### config.mk
export PLATFORM = sky130hd
export DESIGN_NAME = mbox_msg_streamer
export DESIGN_NICKNAME = d
export VERILOG_FILES = /design/src/rtl/mbox_msg_streamer.sv
export SDC_FILE = /design/constraint.sdc
export NUM_CORES = 1
export LEC_CHECK = 0
export BUFFER_PORTS_ARGS = -buffer_cell sky130_fd_sc_hd__buf_2
export CAP_MARGIN = 5
export CORE_UTILIZATION = 45
export DETAILED_ROUTE_END_ITERATION = 8
export PLACE_DENSITY = 0.71
export SETUP_SLACK_MARGIN = 0.02
export SLEW_MARGIN = 20
export SYNTH_ARGS = -nofsm -noshare
export SYNTH_HDL_FRONTEND = slang
export SYNTH_SLANG_ARGS = --single-unit
### constraint.sdc
create_clock -name clk -period 5.5 [get_ports clk]
set_input_delay 0.275 -clock clk [delete_from_list [all_inputs] [get_ports clk]]
set_output_delay 0.275 -clock clk [all_outputs]
set_load 0.005 [all_outputs]
### src/rtl/mbox_msg_streamer.sv
module mbox_msg_streamer #(
  parameter int MAX_WORDS = 31,
  parameter int NREG      = 4,
  parameter int TIMEOUT   = 4096,
  localparam int IW = $clog2(MAX_WORDS + 1),
  localparam int SW = $clog2(NREG),
  localparam int TW = $clog2(TIMEOUT + 1)
) (
  input  logic          clk,
  input  logic          rst_n,
  input  logic          tx_start,
  input  logic          rx_start,
  output logic          busy,
  output logic          tx_done,
  output logic          tx_err,
  output logic          rx_done,
  output logic          rx_err,
  output logic [IW-1:0] err_idx,
  output logic          err_timeout,
  input  logic          buf_we,
  input  logic [IW-1:0] buf_idx,
  input  logic [31:0]   buf_wdata,
  output logic [31:0]   buf_rdata,
  output logic          mu_tx_we,
  output logic [SW-1:0] mu_tx_sel,
  output logic [31:0]   mu_tx_data,
  input  logic [NREG-1:0] mu_tx_empty,
  output logic          mu_rx_re,
  output logic [SW-1:0] mu_rx_sel,
  input  logic [31:0]   mu_rx_data,
  input  logic [NREG-1:0] mu_rx_full,
  output logic          tx_irq_set,
  output logic          rx_irq_en
);

  typedef enum logic [1:0] {S_IDLE, S_TX, S_RX} st_t;

  st_t           st;
  logic [31:0]   mem [1<<IW];
  logic [IW-1:0] idx, last;
  logic [TW-1:0] tcnt;

  function automatic logic [7:0] nwords(input logic [31:0] h);
    return (h[15:8] == 8'd0) ? 8'd1 : h[15:8];
  endfunction

  wire [7:0]    tx_n   = nwords(mem[0]);
  wire [7:0]    rx_n   = nwords(mu_rx_data);
  wire          tx_big = tx_n > 8'(MAX_WORDS);
  wire          rx_big = rx_n > 8'(MAX_WORDS);
  wire [SW-1:0] slot   = idx[SW-1:0];
  wire          rx_hdr = (st == S_IDLE) && rx_start && !tx_start;
  wire          tx_ok  = (st == S_TX) && ((idx < IW'(NREG)) || mu_tx_empty[slot]);
  wire          rx_ok  = (st == S_RX) && mu_rx_full[slot];
  wire          expire = ((st == S_TX && !tx_ok) || (st == S_RX && !rx_ok)) &&
                         (tcnt == TW'(TIMEOUT - 1));

  assign busy       = st != S_IDLE;
  assign buf_rdata  = mem[buf_idx];
  assign mu_tx_we   = tx_ok;
  assign mu_tx_sel  = slot;
  assign mu_tx_data = mem[idx];
  assign mu_rx_re   = rx_hdr || rx_ok;
  assign mu_rx_sel  = rx_hdr ? '0 : slot;

  always_ff @(posedge clk) begin
    if (st == S_IDLE && !tx_start && !rx_start && buf_we) mem[buf_idx] <= buf_wdata;
    else if (rx_hdr)                                      mem[0]       <= mu_rx_data;
    else if (rx_ok)                                       mem[idx]     <= mu_rx_data;
  end

  always_ff @(posedge clk) begin
    if (!rst_n) begin
      st <= S_IDLE; idx <= '0; last <= '0; tcnt <= '0;
      tx_done <= 1'b0; tx_err <= 1'b0; rx_done <= 1'b0; rx_err <= 1'b0;
      tx_irq_set <= 1'b0; rx_irq_en <= 1'b1; err_idx <= '0; err_timeout <= 1'b0;
    end else begin
      tx_done <= 1'b0; tx_err <= 1'b0; rx_done <= 1'b0; rx_err <= 1'b0; tx_irq_set <= 1'b0;
      case (st)
        S_IDLE: begin
          tcnt <= '0;
          if (tx_start) begin
            if (tx_big) begin
              tx_err <= 1'b1; err_idx <= '0; err_timeout <= 1'b0;
            end else begin
              st <= S_TX; idx <= '0; last <= IW'(tx_n - 8'd1);
            end
          end else if (rx_start) begin
            if (rx_big) begin
              rx_irq_en <= 1'b0; rx_err <= 1'b1; err_idx <= '0; err_timeout <= 1'b0;
            end else if (rx_n == 8'd1) begin
              rx_done <= 1'b1; rx_irq_en <= 1'b1;
            end else begin
              rx_irq_en <= 1'b0; st <= S_RX; idx <= IW'(1); last <= IW'(rx_n - 8'd1);
            end
          end
        end
        S_TX, S_RX: begin
          if (tx_ok || rx_ok) begin
            tcnt <= '0;
            idx  <= idx + 1'b1;
            if (idx == last) begin
              st <= S_IDLE;
              if (st == S_TX) begin tx_done <= 1'b1; tx_irq_set <= 1'b1; end
              else begin rx_done <= 1'b1; rx_irq_en <= 1'b1; end
            end
          end else if (expire) begin
            st <= S_IDLE; err_idx <= idx; err_timeout <= 1'b1;
            if (st == S_TX) tx_err <= 1'b1; else rx_err <= 1'b1;
          end else begin
            tcnt <= tcnt + 1'b1;
          end
        end
        default: st <= S_IDLE;
      endcase
    end
  end

  a_r4_wait_empty: assert property (@(posedge clk) disable iff (!rst_n)
    (mu_tx_we && idx >= IW'(NREG)) |-> mu_tx_empty[mu_tx_sel]);
  a_r6_wait_full: assert property (@(posedge clk) disable iff (!rst_n)
    (mu_rx_re && st == S_RX) |-> mu_rx_full[mu_rx_sel]);
  a_r5_mask_held: assert property (@(posedge clk) disable iff (!rst_n)
    (st == S_RX) |-> !rx_irq_en);
  a_r2_quiet_idle: assert property (@(posedge clk) disable iff (!rst_n)
    (st == S_IDLE) |-> !mu_tx_we);
  a_r8_done_pulse: assert property (@(posedge clk) disable iff (!rst_n)
    tx_done |=> !tx_done);
  a_r7_wait_bound: assert property (@(posedge clk) disable iff (!rst_n)
    busy |-> (tcnt < TW'(TIMEOUT)));

endmodule

==> flow_metrics.env <==
export IMPL_timing_hold_ws_ns=0.06489
export IMPL_critPathMaxStageDelay_ns=0.96
export IMPL_syn_avg_cell_area_um2=21.90
export IMPL_die_w_um=334.6
export IMPL_grt_pass1_vias=28150
export IMPL_ant_nets=0
export IMPL_globalRouteMet1Util=0.3544
export IMPL_critPathMaxFanout=26
export IMPL_path_cells="mux2_2, and2_1, o21ai_2, mux2_2, nor4_2, buf_12"
export IMPL_rows=121
export IMPL_drt_pass1_iter_count=6
export IMPL_finalNetCount=2544
export IMPL_period_needed_ns=4.196
export IMPL_p_per_area_nw_per_um2=367.7
export IMPL_grt_pass1_wl_mm=201.3
export IMPL_die_y_um=334.6
export IMPL_fin_skew_ns=0.05396
export IMPL_crit_path_start_kind="flop"
export IMPL_htreeDepth=3
export IMPL_rsz0062_at_grt="no"
export IMPL_hold_class="primary input to flop"
export IMPL_fin_cells=4025
export IMPL_cp_end_kind="flop"
export IMPL_setup_violations=0
export IMPL_ys_seq_elements=1065
export IMPL_syn_num_nets=2363
export IMPL_cts_tree="built"
export IMPL_cts_root_buf="clkbuf_16"
export IMPL_grt_max_degree=109
export IMPL_numClockSinks=1065
export IMPL_vias_per_cell=6.721
export IMPL_max_freq_ghz=0.2383
export IMPL_required_ns=5.86
export IMPL_cts_resized=0
export IMPL_cp_endpoint="mem[15][6]$_DFFE_PP_"
export IMPL_outcome="finished, final reports clean"
export IMPL_track_usage=0.2538
export IMPL_drt_wl_total_mm=140.0
export IMPL_period_share=0.7628
export IMPL_synth_async_sr_flop_share=0
export IMPL_synth_seq_area_share=0.6342
export IMPL_ys_warnings_count=0
export IMPL_clk_latency_ns=0.71
export IMPL_dp_hpwl_mm=82.09
export IMPL_worst_pin_slew_ns=1.103
export IMPL_regToRegEndpoint="mem[15][6]$_DFFE_PP_"
export IMPL_numPortBuffers=164
export IMPL_arrival_ns=4.56
export IMPL_drive_above_1_share=0.4677
export IMPL_netlist_area_um2=49780
export IMPL_synth_ff_type="edfxtp_1"
export IMPL_pin_count=165
export IMPL_clkTransAtPathRegs_ns=0.06
export IMPL_synth_edf_count=1024
export IMPL_path_class="flop to flop"
export IMPL_rr_worst_depth=6
export IMPL_drt_iter0_drc=3120
export IMPL_cts_buffers=106
export IMPL_gp_congestion=0.8818
export IMPL_grt_overflow=0
export IMPL_critPathLaunch="idx[1]$_SDFFE_PN0P_"
export IMPL_met3_usage=0.05592
export IMPL_drv_cap=0
export IMPL_initial_core_util=0.4554
export IMPL_drv_slew=0
export IMPL_wire_per_inst_um=34.79
export IMPL_synth_cell_types=60
export IMPL_dpl_cell_count=3821
export IMPL_top_usage_layer="met2"
export IMPL_vias=27050
export IMPL_reg2reg_slack_ns=1.30
export IMPL_antenna_found_initial=12
export IMPL_cp_common_cell="mux2_2"
export IMPL_crit_slowest_cell="nor4_2"
export IMPL_ir_drop_uv=330.0
export IMPL_drc=0
export IMPL_reg2reg_from="idx[1]$_SDFFE_PN0P_"
export IMPL_met2_usage=0.3967
export IMPL_synth_cells=2273
export IMPL_clock_tree_buffer_depth=3
export IMPL_area_delta_synth_final_pct=12.87
export IMPL_core_area_um2=109300
export IMPL_finalHoldViolations=0
export IMPL_leakage_nw=16.98
export IMPL_die_area_um2=111900
export IMPL_slew_headroom=0.2602
## power breakdown
part           leakage [nW]  switching (mW)  total (mW)  internal [mW]
combinational          5.81            2.14        3.96           1.81
sequential             9.56           0.191        9.69           9.49
clock                  1.61            3.12        7.02           3.90
## metrics by stage
stage	utilization	setup TNS, ns	area [µm²]	power [mW]	setup WS [ns]
floorplan	-	-61.37	49800	12.51	-0.1077
global placement	0.4831	0	52810	13.69	1.642
detailed placement	0.4831	0	52810	13.82	1.430
CTS	0.5137	0	56150	20.74	1.400
global route	0.5139	0	56180	21.28	1.169
finish	0.5140	0	56180	20.66	1.304
## layout make-up
type | instances | area (µm²)
diodes | 9 | 22.52
clock buffers | 134 | 2810
clock inverters | 60 | 520.5
fillers | 8504 | 53130
inverters | 13 | 48.80
multi-input cells | 1016 | 17650
flip-flops and latches | 1065 | 31590
well taps | 1476 | 1847
repair buffers | 252 | 1700
## flip-flops by register name, summed over array words and instances (netlist names), named ones only
| signal | cells |
|---|---|
| idx | 5 |
| tx_irq_set | 1 |
| rx_irq_en | 1 |
| mem | 1024 |
| err_timeout | 1 |
| rx_done | 1 |
| tcnt | 13 |
| rx_err | 1 |
| last | 5 |
| err_idx | 5 |
| tx_err | 1 |
| st | 2 |
## cell families after synthesis
| group | synth area share |
|---|---|
| muxes | 0.3165 |
| and+or+nand+nor | 0.01790 |
| buffers and inverters | 0.01631 |
| xor gates and xnor gates | 0.001584 |
| DFF | 0.6342 |
| adders and majority gates | 0.002011 |
| AOI/OAI and AO/OA | 0.01149 |
## layout by cell type (no fill, tap or decap), types with 4 or more instances in the layout
| cell | n |
|---|---|
| a211oi_1 | 4 |
| a21boi_0 | 9 |
| a21oi_1 | 13 |
| a31oi_1 | 4 |
| and2_1 | 9 |
| and4_1 | 5 |
| buf_12 | 15 |
| buf_2 | 160 |
| buf_4 | 73 |
| bufinv_16 | 6 |
| clkbuf_1 | 25 |
| clkbuf_16 | 108 |
| clkinv_1 | 25 |
| clkinv_2 | 17 |
| clkinvlp_4 | 6 |
| dfxtp_1 | 36 |
| dfxtp_4 | 4 |
| diode_2 | 9 |
| edfxtp_1 | 1024 |
| ha_1 | 8 |
| inv_1 | 13 |
| mux2_2 | 102 |
| mux2i_1 | 10 |
| mux4_2 | 642 |
| nand2_1 | 28 |
| nand2b_1 | 4 |
| nand3_1 | 24 |
| nor2_1 | 15 |
| nor2b_1 | 6 |
| nor3_1 | 7 |
| nor4_2 | 29 |
| o21ai_0 | 13 |
| o221ai_1 | 6 |
| o31ai_1 | 6 |
| or3_1 | 8 |
| or4_1 | 4 |
| xnor2_1 | 7 |
## layer usage
layer / up-vias / wire length, µm / share of wire
met3: 258 / 15330 / 0.11
met2: 1746 / 67050 / 0.48
li1: 10520 / - / -
met4: 0 / 4676 / 0.033
met1: 14530 / 52980 / 0.38
met5: - / 0 / 0
## worst min-delay path by stage
stage | startpoint | end | cells after the start
after floorplan | last[3]$_SDFFE_PN0P_ | last[3]$_SDFFE_PN0P_ | 2
after global placement | last[3]$_SDFFE_PN0P_ | last[3]$_SDFFE_PN0P_ | 2
after detailed placement | last[3]$_SDFFE_PN0P_ | last[3]$_SDFFE_PN0P_ | 2
after CTS | rx_start | rx_done$_SDFF_PN0_ | 4
after global routing | tx_start | st[0]$_SDFFE_PN0P_ | 3
final | tx_start | st[0]$_SDFFE_PN0P_ | 3
## cells in the mapped netlist, drive strengths merged (7+ instances only)
cell / n / area share
o21ai: 15 / 0.0016
mux2: 103 / 0.023
buf: 72 / 0.0073
and2: 10 / 0.0013
mux4: 642 / 0.29
xnor2: 7 / 0.0012
clkbuf: 107 / 0.0081
nand2: 28 / 0.0021
a21oi: 13 / 0.0013
ha: 8 / 0.0020
a21boi: 9 / 0.0014
nor4: 34 / 0.0043
inv: 13 / 0.00098
or3: 8 / 0.0010
nor2: 15 / 0.0011
edfxtp: 1024 / 0.62
nand3: 24 / 0.0024
mux2i: 13 / 0.0026
nor3: 7 / 0.00070
dfxtp: 41 / 0.016
## worst max-delay path, delay by kind of cell (launching register included)
family	cells	cell delay [ns]
AOI/OAI and AO/OA	1	0.55
buffers and inverters	1	0.37
DFF	1	0.74
muxes	2	1.02
and+or+nand+nor	2	1.15
## timing repair
item	4_1_cts	5_1_grt
buffers inserted	0	0
hold buffers	1	0
setup endpoints to repair	0	0
hold endpoints to repair	1	0
Note: power is estimated with default switching activity, not from simulation.
